File: config.mk
export PLATFORM = sky130hd
export DESIGN_NAME = serial_framer_tx
export DESIGN_NICKNAME = d
export VERILOG_FILES = /design/src/rtl/sftx_pkg.sv /design/src/rtl/sftx_ctrl.sv /design/src/rtl/sftx_dpath.sv /design/src/rtl/serial_framer_tx.sv
export SDC_FILE = /design/constraint.sdc
export NUM_CORES = 1
export LEC_CHECK = 0
export ABC_CLOCK_PERIOD_IN_PS = 1800
export BUFFER_PORTS_ARGS = -buffer_cell sky130_fd_sc_hd__clkbuf_2
export CORE_MARGIN = 3
export CORE_UTILIZATION = 50
export DETAILED_ROUTE_END_ITERATION = 8
export PLACE_DENSITY = 0.73
export SLEW_MARGIN = 20
export SYNTH_ARGS = -nofsm -noshare
export SYNTH_HDL_FRONTEND = slang
export SYNTH_SLANG_ARGS = --single-unit
export TNS_END_PERCENT = 100
File: constraint.sdc
create_clock -name clk -period 1.8 [get_ports clk]
set_input_delay 0.18 -clock clk [delete_from_list [all_inputs] [get_ports clk]]
set_output_delay 0.18 -clock clk [all_outputs]
set_load 0.005 [all_outputs]
File: src/rtl/sftx_pkg.sv
package sftx_pkg;
  typedef enum logic [1:0] {
    OUT_MARK   = 2'd0,
    OUT_START  = 2'd1,
    OUT_DATA   = 2'd2,
    OUT_PARITY = 2'd3
  } outSel_e;

  typedef struct packed {
    logic    load;
    logic    shift;
    outSel_e sel;
  } txStrobe_t;
endpackage

File: src/rtl/sftx_ctrl.sv
module sftx_ctrl
  import sftx_pkg::*;
#(
  parameter int TICKS_PER_BIT = 16,
  parameter int MAX_BITS      = 8
) (
  input  logic      clk,
  input  logic      rstN,
  input  logic      tick16,
  input  logic      dataValid,
  input  logic [1:0] cfgWordLen,
  input  logic      cfgParEn,
  input  logic      cfgStopLong,
  output logic      dataReady,
  output logic      txEmpty,
  output txStrobe_t strobe
);
  localparam int MIN_BITS   = MAX_BITS - 3;
  localparam int HALF_TICKS = TICKS_PER_BIT / 2;
  localparam int CNT_W      = $clog2(2 * TICKS_PER_BIT + 1);
  localparam int IDX_W      = $clog2(MAX_BITS);
  localparam logic [CNT_W-1:0] BIT_LAST   = CNT_W'(TICKS_PER_BIT - 1);
  localparam logic [CNT_W-1:0] STOP1_LAST = CNT_W'(TICKS_PER_BIT - 1);
  localparam logic [CNT_W-1:0] STOP15_LAST = CNT_W'(TICKS_PER_BIT + HALF_TICKS - 1);
  localparam logic [CNT_W-1:0] STOP2_LAST = CNT_W'(2 * TICKS_PER_BIT - 1);

  typedef enum logic [2:0] {ST_IDLE, ST_START, ST_DATA, ST_PAR, ST_STOP} state_e;

  state_e           state;
  logic [CNT_W-1:0] tickCnt;
  logic [IDX_W-1:0] bitIdx;
  logic [IDX_W-1:0] bitsLast;
  logic             parEnLatched;
  logic [CNT_W-1:0] stopLast;
  logic             bitEnd;
  logic             stopEnd;
  logic [CNT_W-1:0] stopLastNext;

  assign bitEnd  = tick16 && (tickCnt == BIT_LAST);
  assign stopEnd = tick16 && (tickCnt == stopLast);

  always_comb begin
    if (!cfgStopLong)           stopLastNext = STOP1_LAST;
    else if (cfgWordLen == 2'd0) stopLastNext = STOP15_LAST;
    else                        stopLastNext = STOP2_LAST;
  end

  always_ff @(posedge clk) begin
    if (!rstN) begin
      state        <= ST_IDLE;
      tickCnt      <= '0;
      bitIdx       <= '0;
      bitsLast     <= '0;
      parEnLatched <= 1'b0;
      stopLast     <= '0;
    end else begin
      unique case (state)
        ST_IDLE: begin
          if (dataValid) begin
            state        <= ST_START;
            tickCnt      <= '0;
            bitIdx       <= '0;
            bitsLast     <= IDX_W'(MIN_BITS - 1) + IDX_W'(cfgWordLen);
            parEnLatched <= cfgParEn;
            stopLast     <= stopLastNext;
          end
        end
        ST_START: begin
          if (bitEnd) begin
            state   <= ST_DATA;
            tickCnt <= '0;
          end else if (tick16) begin
            tickCnt <= tickCnt + 1'b1;
          end
        end
        ST_DATA: begin
          if (bitEnd) begin
            tickCnt <= '0;
            if (bitIdx == bitsLast) state <= parEnLatched ? ST_PAR : ST_STOP;
            else                    bitIdx <= bitIdx + 1'b1;
          end else if (tick16) begin
            tickCnt <= tickCnt + 1'b1;
          end
        end
        ST_PAR: begin
          if (bitEnd) begin
            state   <= ST_STOP;
            tickCnt <= '0;
          end else if (tick16) begin
            tickCnt <= tickCnt + 1'b1;
          end
        end
        ST_STOP: begin
          if (stopEnd) begin
            state   <= ST_IDLE;
            tickCnt <= '0;
          end else if (tick16) begin
            tickCnt <= tickCnt + 1'b1;
          end
        end
        default: state <= ST_IDLE;
      endcase
    end
  end

  assign dataReady = (state == ST_IDLE);
  assign txEmpty   = (state == ST_IDLE);

  always_comb begin
    strobe.load  = (state == ST_IDLE) && dataValid;
    strobe.shift = (state == ST_DATA) && bitEnd;
    unique case (state)
      ST_START: strobe.sel = OUT_START;
      ST_DATA:  strobe.sel = OUT_DATA;
      ST_PAR:   strobe.sel = OUT_PARITY;
      default:  strobe.sel = OUT_MARK;
    endcase
  end
endmodule

File: src/rtl/sftx_dpath.sv
module sftx_dpath
  import sftx_pkg::*;
#(
  parameter int DATA_W = 8
) (
  input  logic              clk,
  input  logic              rstN,
  input  logic              cfgWrEn,
  input  logic [7:0]        cfgWrData,
  input  logic [DATA_W-1:0] dataIn,
  input  txStrobe_t         strobe,
  output logic [7:0]        cfgReg,
  output logic              txOut
);
  localparam int LEN_SPAN = 3;

  logic [DATA_W-1:0] shiftReg;
  logic              parBit;
  logic [DATA_W-1:0] wordMask;
  logic [DATA_W-1:0] maskedData;
  logic              onesOdd;
  logic              parNext;
  logic              lineBit;

  always_ff @(posedge clk) begin
    if (!rstN) cfgReg <= 8'h00;
    else if (cfgWrEn) cfgReg <= cfgWrData;
  end

  assign wordMask   = {DATA_W{1'b1}} >> (2'(LEN_SPAN) - cfgReg[1:0]);
  assign maskedData = dataIn & wordMask;
  assign onesOdd    = ^maskedData;

  always_comb begin
    if (cfgReg[5])      parNext = ~cfgReg[4];
    else if (cfgReg[4]) parNext = onesOdd;
    else                parNext = ~onesOdd;
  end

  always_ff @(posedge clk) begin
    if (!rstN) begin
      shiftReg <= '0;
      parBit   <= 1'b0;
    end else if (strobe.load) begin
      shiftReg <= dataIn;
      parBit   <= parNext;
    end else if (strobe.shift) begin
      shiftReg <= shiftReg >> 1;
    end
  end

  always_comb begin
    unique case (strobe.sel)
      OUT_START:  lineBit = 1'b0;
      OUT_DATA:   lineBit = shiftReg[0];
      OUT_PARITY: lineBit = parBit;
      default:    lineBit = 1'b1;
    endcase
  end

  assign txOut = cfgReg[6] ? 1'b0 : lineBit;
endmodule

File: src/rtl/serial_framer_tx.sv
module serial_framer_tx
  import sftx_pkg::*;
#(
  parameter int TICKS_PER_BIT = 16,
  parameter int DATA_W        = 8
) (
  input  logic              clk,
  input  logic              rstN,
  input  logic              tick16,
  input  logic              cfgWrEn,
  input  logic [7:0]        cfgWrData,
  output logic [7:0]        cfgRdData,
  input  logic [DATA_W-1:0] dataIn,
  input  logic              dataValid,
  output logic              dataReady,
  output logic              txEmpty,
  output logic              txOut
);
  txStrobe_t  strobe;
  logic [7:0] cfgReg;

  sftx_ctrl #(.TICKS_PER_BIT(TICKS_PER_BIT), .MAX_BITS(DATA_W)) uCtrl (
    .clk         (clk),
    .rstN        (rstN),
    .tick16      (tick16),
    .dataValid   (dataValid),
    .cfgWordLen  (cfgReg[1:0]),
    .cfgParEn    (cfgReg[3]),
    .cfgStopLong (cfgReg[2]),
    .dataReady   (dataReady),
    .txEmpty     (txEmpty),
    .strobe      (strobe)
  );

  sftx_dpath #(.DATA_W(DATA_W)) uDpath (
    .clk       (clk),
    .rstN      (rstN),
    .cfgWrEn   (cfgWrEn),
    .cfgWrData (cfgWrData),
    .dataIn    (dataIn),
    .strobe    (strobe),
    .cfgReg    (cfgReg),
    .txOut     (txOut)
  );

  assign cfgRdData = cfgReg;
endmodule

==> impl_summary.txt, run 1 <==
----------------------------------------------------
[Outcome]
  Outcome ... completed

[Global route]
  Antenna violations before repair ... 0
  Total track usage ... 19.6%
  Pin count of the biggest net entering global routing ... 19
  Remaining global-route overflow ... 0
  Via count of the first global-routing pass ... approximately 1400
  First-pass GRT wire length ... 6.45 mm

[Die]
  Horizontal die dimension ... 65 µm
  Die Span Y ... 65 µm
  Core Area ... 3180 µm²
  Total die area ... 4230 µm²
  Effective utilization at floorplan ... about 55%
  Cell row count ... 20
  Number of top-level pins ... 32

[Critical path]
  WP data arrival ... 1.98 ns
  Highest net fanout along the worst path ... 8
  Critical path's top delay family ... simple AND/OR/NAND/NOR gates
  Kind of end point of the critical path ... flop
  CP Class ... flop to flop
  Required time reported for the critical path endpoint ... 2.04 ns
  Setup slack of the worst register-to-register path ... 0.06 ns
  Cell-by-cell trace of the critical path ... ha_4, nand2_2, nor4_4, nand4b_1, buf_6, mux2i_1, a211oi_2
  Launch instance of the worst register-to-register path ... uCtrl.tickCnt[1]$_SDFFE_PN0P_
  Startpoint type of the worst setup path ... flop
  Worst stage delay on the critical path ... a little under 0.4 ns
  Buf+Inv Stages, Crit Path ... 1
  Slowest cell on the critical path ... sky130_fd_sc_hd__dfxtp_2
  Total stage count of the critical path ... 7
  Capture instance of the worst register-to-register path ... uDpath.shiftReg[6]$_SDFFE_PN0P_
  Reg2Reg Depth ... 7

[Timing]
  Relative slew slack ... 75.3%
  Fmax achieved ... 575 MHz
  Setup Viol. Count Final ... 0
  Number of endpoints with negative hold slack in the final report ... 0
  Slew at the pin closest to its max-slew limit ... 0.368 ns
  Worst hold slack ... 0.0908 ns
  Minimum period implied by the final worst setup slack ... roughly 1.7 ns
  Fin crit share ... 96.7%
  Max-slew violation count ... 0
  Largest clock skew in the final design ... around 0.0045 ns

[CTS]
  Hold-fix buffers at CTS ... 0
  Buffer depth of the longest clock path ... 2
  Clock root buffer master ... sky130_fd_sc_hd__clkbuf_4
  Worst-Skew Late Latency ... between 0.3 and 0.4 ns
  H-tree depth reported by CTS ... 2
  Number of clock sinks seen by CTS ... 35
  Number of buffers inserted during clock tree synthesis ... 5
  Clock-pin slew of the registers on the worst-case setup and hold paths ... 0.10 ns
  Clock tree from TritonCTS ... built

[Logic synthesis]
  Portion of the post-synthesis area used by sequential elements ... 40.3%
  Number of enable flip-flop cells after synthesis ... 0
  Flip-flop and latch count after synthesis ... 35
  Syn Area/Cell ... 8.75 µm²
  Netlist area before placement ... roughly 1700 µm²
  Fraction of registers with async set or reset after synthesis ... 0%
  Instance count of the mapped netlist ... 199
  Synth Warn # ... 0
  Net Count, Synth ... 222
  Count of distinct cell types in the synthesized netlist ... 41
  Synth Flop Type ... sky130_fd_sc_hd__dfxtp_1

[Hold path]
  Hold-critical path depth ... 3
  End point of the most critical hold path ... uDpath.cfgReg[6]$_SDFFE_PN0P_
  Startpoint of the worst hold path ... cfgWrData[6]
  Kind of path behind the tightest hold check ... input pin to flop

[Place]
  Placed wire-length estimate after detailed placement ... 2.85 mm
  IO buf count ... 31
  Gpl congestion ... 0.837

[Detailed routing]
  Met3 WL post-DR ... 208 µm
  Post-route DRC ... 0
  Uppermost layer routed ... met4
  Via count normalized by instance count ... 5.47
  M1 wire length ... between 1.5 and 2 mm
  Number of detailed-routing iterations run before antenna repair ... 4
  Wire length on met2 ... 1.78 mm
  Wire length reported by the detailed router ... 3.86 mm
  Detailed-route via count ... about 1500
  Number of routed nets with antenna violations ... 0
  Avg WL per Cell ... 13.8 µm
  Iteration-0 DRC Markers ... 53

[Finish]
  Layout overhead on the synthesized area ... 20.6%
  Number of fill cells in the layout ... 280
  Antenna Cells ... 0
  Total area of multi-input combinational cells ... 1000 µm²
  Share of final-layout standard cells stronger than drive strength 1 ... 27.5%
  Nets ... 258
  Seq. cell area ... between 700 and 800 µm²

[Power and ir drop]
  PD cells ... ~770 nW/µm²
  Worst vdd rail ir drop ... 587 µV
  Total power consumption of the routed design ... between 0.0015 and 0.002 W
  Leakage power figure ... 0.883 nW

[Run]
  Number of maximum-capacitance constraint violations ... 0

----------------------------------------------------
==> logic make-up (layout without fill, tap and decap cells) <==
family          Yosys count  after routing  synth area share, %
simple gates             69             69                 19.4
mux                      18             18                 10.4
flops                    35             35                 40.3
compound gates           41             41                 15.2
xor+xnor                 15             15                 8.34
fa+ha+maj                 2              2                 1.44
buf+inv                  19             56                 4.96
==> registers in the layout, indices dropped and copies added, names as in the netlist <==
signal and count:
uDpath.cfgReg 8, uCtrl.parEnLatched 1, uCtrl.stopLast 3, uCtrl.bitIdx 3
uDpath.parBit 1, uDpath.shiftReg 8, uCtrl.bitsLast 2, uCtrl.state 3
uCtrl.tickCnt 6
==> Yosys cell counts, types with 2 or more instances <==
cell type / n / area [µm²]
sky130_fd_sc_hd__nor2_1: 28 / 105
sky130_fd_sc_hd__ha_1: 2 / 25.0
sky130_fd_sc_hd__inv_1: 5 / 18.8
sky130_fd_sc_hd__buf_4: 3 / 22.5
sky130_fd_sc_hd__o2111ai_1: 2 / 17.5
sky130_fd_sc_hd__or4_1: 3 / 22.5
sky130_fd_sc_hd__o21ai_0: 8 / 40.0
sky130_fd_sc_hd__nand3_1: 7 / 35.0
sky130_fd_sc_hd__a21oi_1: 13 / 65.1
sky130_fd_sc_hd__a41oi_1: 2 / 17.5
sky130_fd_sc_hd__mux2i_1: 18 / 180
sky130_fd_sc_hd__clkbuf_1: 7 / 26.3
sky130_fd_sc_hd__buf_2: 3 / 15.0
sky130_fd_sc_hd__dfxtp_1: 35 / 701
sky130_fd_sc_hd__nor3_1: 3 / 15.0
sky130_fd_sc_hd__nand2_1: 15 / 56.3
sky130_fd_sc_hd__xor2_1: 2 / 17.5
sky130_fd_sc_hd__a211oi_1: 8 / 60.1
sky130_fd_sc_hd__nor2b_1: 2 / 12.5
sky130_fd_sc_hd__xnor2_1: 12 / 105
==> area by class of cell <==
type                    count  share of cell area [%]
multi-input cells         145                    47.8
clock buffers               8                    3.28
repair buffers             42                    11.5
well taps                  44                    2.62
flip-flops and latches     35                    33.7
inverters                   6                    1.07
==> metal layers <==
metal / GRT usage (%) / vias to the layer above
met3: 6.59 / 8
met1: 25.9 / 704
met5: 0 / -
li1: - / 773
met4: 6.33 / 0
met2: 30.0 / 47
==> placed cells by master (no fill, tap or decap), types with 2 or more instances in the layout <==
| master | n |
|---|---|
| sky130_fd_sc_hd__a41oi_1 | 2 |
| sky130_fd_sc_hd__xor2_1 | 2 |
| sky130_fd_sc_hd__clkbuf_4 | 5 |
| sky130_fd_sc_hd__mux2i_1 | 18 |
| sky130_fd_sc_hd__or4_1 | 2 |
| sky130_fd_sc_hd__a211oi_2 | 2 |
| sky130_fd_sc_hd__nor2_1 | 28 |
| sky130_fd_sc_hd__inv_1 | 5 |
| sky130_fd_sc_hd__nand2_1 | 14 |
| sky130_fd_sc_hd__nand3_1 | 7 |
| sky130_fd_sc_hd__o2111ai_1 | 2 |
| sky130_fd_sc_hd__a211oi_1 | 6 |
| sky130_fd_sc_hd__nor2b_1 | 2 |
| sky130_fd_sc_hd__buf_4 | 10 |
| sky130_fd_sc_hd__o21ai_0 | 8 |
| sky130_fd_sc_hd__clkbuf_2 | 31 |
| sky130_fd_sc_hd__a21oi_1 | 12 |
| sky130_fd_sc_hd__clkbuf_8 | 2 |
| sky130_fd_sc_hd__dfxtp_2 | 2 |
| sky130_fd_sc_hd__nand2_2 | 2 |
| sky130_fd_sc_hd__dfxtp_1 | 32 |
| sky130_fd_sc_hd__nor3_1 | 2 |
| sky130_fd_sc_hd__xnor2_1 | 12 |
==> through the flow <==
stage | area (µm²) | utilization [%] | setup TNS [ns] | setup WS [ns] | cells
finish | 2100 | 66.0 | 0 | 0.0595 | 280
global route | 2100 | 66.0 | -0.105 | -0.0325 | 280
CTS | 2020 | 63.4 | 0 | 0.000935 | 277
detailed placement | 1950 | 61.3 | 0 | 0.0284 | 269
global placement | 1950 | 61.3 | 0 | 0.145 | 269
floorplan | 1740 | - | 0 | 0.217 | 199
==> report_power, final <==
part / internal (W) / switching [W]
Sequential: 0.000818 / 0.0000383
Clock: 0.000230 / 0.000247
Combinational: 0.000141 / 0.000144
==> worst max path at each step <==
stage / start / endpoint / slack [ns]
4_1_cts: uCtrl.tickCnt[0]$_SDFFE_PN0P_ / uCtrl.bitIdx[2]$_SDFFE_PN0P_ / 0.0009
5_1_grt: uCtrl.tickCnt[1]$_SDFFE_PN0P_ / uDpath.shiftReg[6]$_SDFFE_PN0P_ / -0.03
6_report: uCtrl.tickCnt[1]$_SDFFE_PN0P_ / uDpath.shiftReg[6]$_SDFFE_PN0P_ / 0.06
2_1_floorplan: uCtrl.tickCnt[0]$_SDFFE_PN0P_ / uCtrl.state[0]$_SDFFE_PN0P_ / 0.22
3_5_place_dp: uCtrl.tickCnt[0]$_SDFFE_PN0P_ / uCtrl.bitIdx[2]$_SDFFE_PN0P_ / 0.03
3_3_place_gp: uCtrl.tickCnt[0]$_SDFFE_PN0P_ / uCtrl.bitIdx[2]$_SDFFE_PN0P_ / 0.15
==> worst min-delay path, cell delays in order <==
cell,delay [ns]
sky130_fd_sc_hd__clkbuf_2,0.07
sky130_fd_sc_hd__mux2i_1,0.05
sky130_fd_sc_hd__nor2_1,0.07
==> what timing repair did <==
action	4_1_cts	5_1_grt
endpoints found under the setup margin	0	14
buffers inserted	0	3
gates resized for setup	0	15
hold endpoints to repair	0	0
Note: power is estimated with default switching activity, not from simulation.
==> run 2: changes to the inputs <==
- ABC_AREA: unset -> 1
- CORE_UTILIZATION: 50 -> 37
- PLACE_DENSITY: 0.73 -> unset
==> run 2 against run 1 <==
Compared with the run above:
- worst hold slack improved by 0.029 ns
- flip-flop and latch count unchanged
- critical path type is now flop to output port
- routed wire length increased by 11%
- register-to-register slack improved by 0.13 ns
==> impl_summary.txt, run 2 <==
----------------------------------------------------
[Logic synthesis]
  Netlist area before placement ... 1990 µm² (+14%)
  Leading post-synthesis cells by cell area ... sky130_fd_sc_hd__dfxtp_1 (35%), sky130_fd_sc_hd__nand2_1 (12%), sky130_fd_sc_hd__inv_1 (6.0%)
  Most instantiated cells after synthesis ... sky130_fd_sc_hd__nand2_1 (61), sky130_fd_sc_hd__dfxtp_1 (35), sky130_fd_sc_hd__inv_1 (32), sky130_fd_sc_hd__nor2_1 (26), sky130_fd_sc_hd__nand3_1 (23)
  Flip-flop and latch count after synthesis ... 35 (unchanged)
  Library cell with the highest instance count after synthesis ... sky130_fd_sc_hd__nand2_1
  Synth Flop Type ... sky130_fd_sc_hd__dfxtp_1
  Portion of the post-synthesis area used by sequential elements ... 35.2% (-5.1 points)
  Count of distinct cell types in the synthesized netlist ... 41 (unchanged)
  Fraction of registers with async set or reset after synthesis ... 0% (unchanged)
  Instance count of the mapped netlist ... 278 (+40%)
  Number of enable flip-flop cells after synthesis ... 0 (unchanged)
  Area share of the largest cell type after synthesis ... 35.2% (-5.1 points)
  Net Count, Synth ... 301 (+36%)
  Syn Area/Cell ... 7.16 µm² (-18%)
  Synth Warn # ... 0 (unchanged)
  Cell type contributing the most total cell area after synthesis ... sky130_fd_sc_hd__dfxtp_1

[CTS]
  Post-CTS repair timing setup buffer count ... 0 (unchanged)
  Number of clock sinks seen by CTS ... 35 (unchanged)
  Number of buffers inserted during clock tree synthesis ... 5 (unchanged)
  Count of cells resized by post-cts repair ... 0 (unchanged)
  Hold-fix buffers at CTS ... 0 (unchanged)
  Clock-pin slew of the registers on the worst-case setup and hold paths ... 0.07 ns (-0.03 ns)
  Clock root buffer master ... sky130_fd_sc_hd__clkbuf_8
  Buffer depth of the longest clock path ... 2 (unchanged)
  H-tree depth reported by CTS ... 2 (unchanged)
  Worst-Skew Late Latency ... 0.29 ns (-0.03 ns)
  Clock tree from TritonCTS ... built

[Finish]
  Total area of multi-input combinational cells ... 1100 µm² (+10%)
  Largest registers ranked by flip-flop count ... uDpath.cfgReg (8), uDpath.shiftReg (8), uCtrl.tickCnt (6)
  Seq. cell area ... 701 µm² (-0.88%)
  Nets ... 333 (+29%)
  Number of fill cells in the layout ... 554 (+98%)
  Antenna Cells ... 0 (unchanged)
  Fin util ... 44.8% (-21 points)
  Share of final-layout standard cells stronger than drive strength 1 ... 20.9% (-6.6 points)
  Commonest cells after routing, fill and taps aside ... sky130_fd_sc_hd__nand2_1 (61), sky130_fd_sc_hd__dfxtp_1 (35), sky130_fd_sc_hd__inv_1 (32)
  Area of all placed cells without fillers ... 2300 µm² (+9.7%)
  Layout overhead on the synthesized area ... 15.7%
  Most common library cell in the layout ignoring fill and taps ... sky130_fd_sc_hd__nand2_1

[Die]
  Effective utilization at floorplan ... 38.7% (-16 points)
  Cell row count ... 26 (+30%)
  Core Area ... 5140 µm² (+62%)
  Number of top-level pins ... 32 (unchanged)
  Total die area ... 6300 µm² (+49%)
  Horizontal die dimension ... 79.4 µm (+22%)
  Die Span Y ... 79.4 µm (+22%)

[Critical path]
  Worst stage delay on the critical path ... 0.35 ns (-0.04 ns)
  Cell-by-cell trace of the critical path ... inv_1, nand2_1, nor2_4, nand2_1, a31oi_1, clkbuf_2
  Capture instance of the worst register-to-register path ... uCtrl.state[1]$_SDFFE_PN0P_
  Kind of end point of the critical path ... output port
  WP data arrival ... 1.50 ns (-0.48 ns)
  Launch instance of the worst register-to-register path ... uCtrl.tickCnt[0]$_SDFFE_PN0P_
  Critical Path Most Common Cell ... sky130_fd_sc_hd__nand2_1
  Total stage count of the critical path ... 6 (-1)
  Setup slack of the worst register-to-register path ... 0.19 ns (+0.13 ns)
  Reg2Reg Depth ... 9 (+2)
  Highest net fanout along the worst path ... 6 (-2)
  Critical path's top delay family ... simple AND/OR/NAND/NOR gates
  CP Class ... flop to output port
  Startpoint type of the worst setup path ... flop
  Buf+Inv Stages, Crit Path ... 2 (+1)
  Required time reported for the critical path endpoint ... 1.62 ns (-0.42 ns)
  Slowest cell on the critical path ... sky130_fd_sc_hd__dfxtp_1

[Detailed routing]
  Via count normalized by instance count ... 4.76 (-13%)
  Number of detailed-routing iterations run before antenna repair ... 4 (unchanged)
  Post-route DRC ... 0 (unchanged)
  Wire length reported by the detailed router ... 4.28 mm (+11%)
  Detailed-route via count ... 1815 (+18%)
  Number of routed nets with antenna violations ... 0 (unchanged)
  Iteration-0 DRC Markers ... 74 (+40%)
  Avg WL per Cell ... 11.2 µm (-19%)

[Timing]
  Relative slew slack ... 78.0% (+2.8 points)
  Number of endpoints with negative hold slack in the final report ... 0 (unchanged)
  Setup Viol. Count Final ... 0 (unchanged)
  Setup Total Neg Slack ... 0 ns (unchanged)
  Fmax achieved ... 595 MHz (+3.5%)
  Largest clock skew in the final design ... 0.00611 ns (+0.00157 ns)
  Minimum period implied by the final worst setup slack ... 1.68 ns (-0.0592 ns)
  Fin crit share ... 93.4% (-3.3 points)
  Slew at the pin closest to its max-slew limit ... 0.327 ns (-0.0407 ns)
  Unrepaired setup endpoints after global routing ... no
  Max-slew violation count ... 0 (unchanged)

[Power and ir drop]
  Worst vdd rail ir drop ... 560 µV (-4.7%)
  PD cells ... 1280 nW/µm² (+66%)
  Leakage power figure ... 1.04 nW (+18%)
  Total power consumption of the routed design ... 0.00295 W (+82%)

[Global route]
  GR met3 Demand/Resource ... 2.83% (-3.8 points)
  Remaining global-route overflow ... 0 (unchanged)
  Pin count of the biggest net entering global routing ... 21 (+2)
  Most crowded layer after global routing ... met2
  Met2 demand-to-capacity share in global routing ... 25.1% (-4.9 points)
  Total track usage ... 15.1% (-4.5 points)
  First-pass GRT wire length ... 7.62 mm (+18%)
  Antenna violations before repair ... 0 (unchanged)
  Via count of the first global-routing pass ... 1769 (+23%)
  Global Route met1 Usage ... 19.0% (-6.8 points)

[Outcome]
  Outcome ... completed

[Place]
  Placed wire-length estimate after detailed placement ... 3.27 mm (+15%)
  Post-Place Cell Area ... 2190 µm² (+13%)
  Gpl congestion ... 0.825 (-1.4%)
  IO buf count ... 31 (unchanged)

[Hold path]
  Startpoint of the worst hold path ... cfgWrData[2]
  End point of the most critical hold path ... uDpath.cfgReg[2]$_SDFFE_PN0P_
  Kind of path behind the tightest hold check ... input pin to flop
  Hold-critical path depth ... 3 (unchanged)

[Run]
  Number of maximum-capacitance constraint violations ... 0 (unchanged)

----------------------------------------------------
-- run 2: cell count changes after synthesis, moves of 3 or more --
cell	change
sky130_fd_sc_hd__nand2_1	+46
sky130_fd_sc_hd__inv_1	+27
sky130_fd_sc_hd__mux2i_1	-18
sky130_fd_sc_hd__nand3_1	+16
sky130_fd_sc_hd__o21ai_0	+11
sky130_fd_sc_hd__a21oi_1	+7
sky130_fd_sc_hd__a211oi_1	-8
sky130_fd_sc_hd__xnor2_1	-7
sky130_fd_sc_hd__clkbuf_1	-5
sky130_fd_sc_hd__or4_1	-3
sky130_fd_sc_hd__nor2_4	+4
sky130_fd_sc_hd__nand2_4	+4
-- run 2: worst max-delay path by stage --
stage                                  startpoint                      endpoint  slack, ns
floorplan           uCtrl.tickCnt[0]$_SDFFE_PN0P_   uCtrl.state[1]$_SDFFE_PN0P_       0.32
CTS                   uCtrl.state[2]$_SDFFE_PN0P_                         txOut       0.11
detailed placement  uCtrl.tickCnt[0]$_SDFFE_PN0P_  uCtrl.bitIdx[0]$_SDFFE_PN0P_       0.18
finish                uCtrl.state[2]$_SDFFE_PN0P_                         txOut       0.12
global route          uCtrl.state[2]$_SDFFE_PN0P_                         txOut      0.003
global placement    uCtrl.tickCnt[0]$_SDFFE_PN0P_   uCtrl.state[1]$_SDFFE_PN0P_       0.24
-- run 2: report_power, final --
part	internal (W)	switching, W
logic	0.000482	0.000805
clock network	0.000349	0.000276
registers	0.000923	0.000116
-- run 2: cell families (layout without fill, tap and decap cells) --
group           count (synthesis)  in the layout  synth area share (%)
simple gates                  137            137                  34.8
compound gates                 51             51                  15.1
buf+inv                        44             77                  9.74
flops                          35             35                  35.2
xor+xnor                        9              9                  3.96
fa+ha+maj                       2              2                  1.26
-- run 2: through the flow --
stage                     setup WS [ns]  cells  hold WS, ns
after floorplan                   0.320    278        0.315
after CTS                         0.111    381        0.103
after detailed placement          0.183    373        0.408
after global placement            0.239    373        0.408
final                             0.119    381        0.120
after global routing            0.00294    381        0.123
-- run 2: worst reg2reg max path, delay by kind of cell, from the launching register on --
kind / cells / cell delay (ns)
flip-flops: 1 / 0.38
AND/OR/NAND/NOR: 7 / 0.74
AO/OA/AOI/OAI: 1 / 0.18
adder cells (fa/ha/maj): 1 / 0.20
-- run 2: area by class of cell --
class                   instances  area share [%]
repair buffers                 33            7.39
multi-input cells             199            47.9
well taps                      70            3.80
inverters                      36            6.09
clock buffers                   8            4.35
flip-flops and latches         35            30.4
-- run 2: per-layer routing --
metal  routed length [µm]  share of wire, %
met1                 2160                50
met2                 1850                43
met3                  201               4.7
met4                   64               1.5
met5                    0                 0
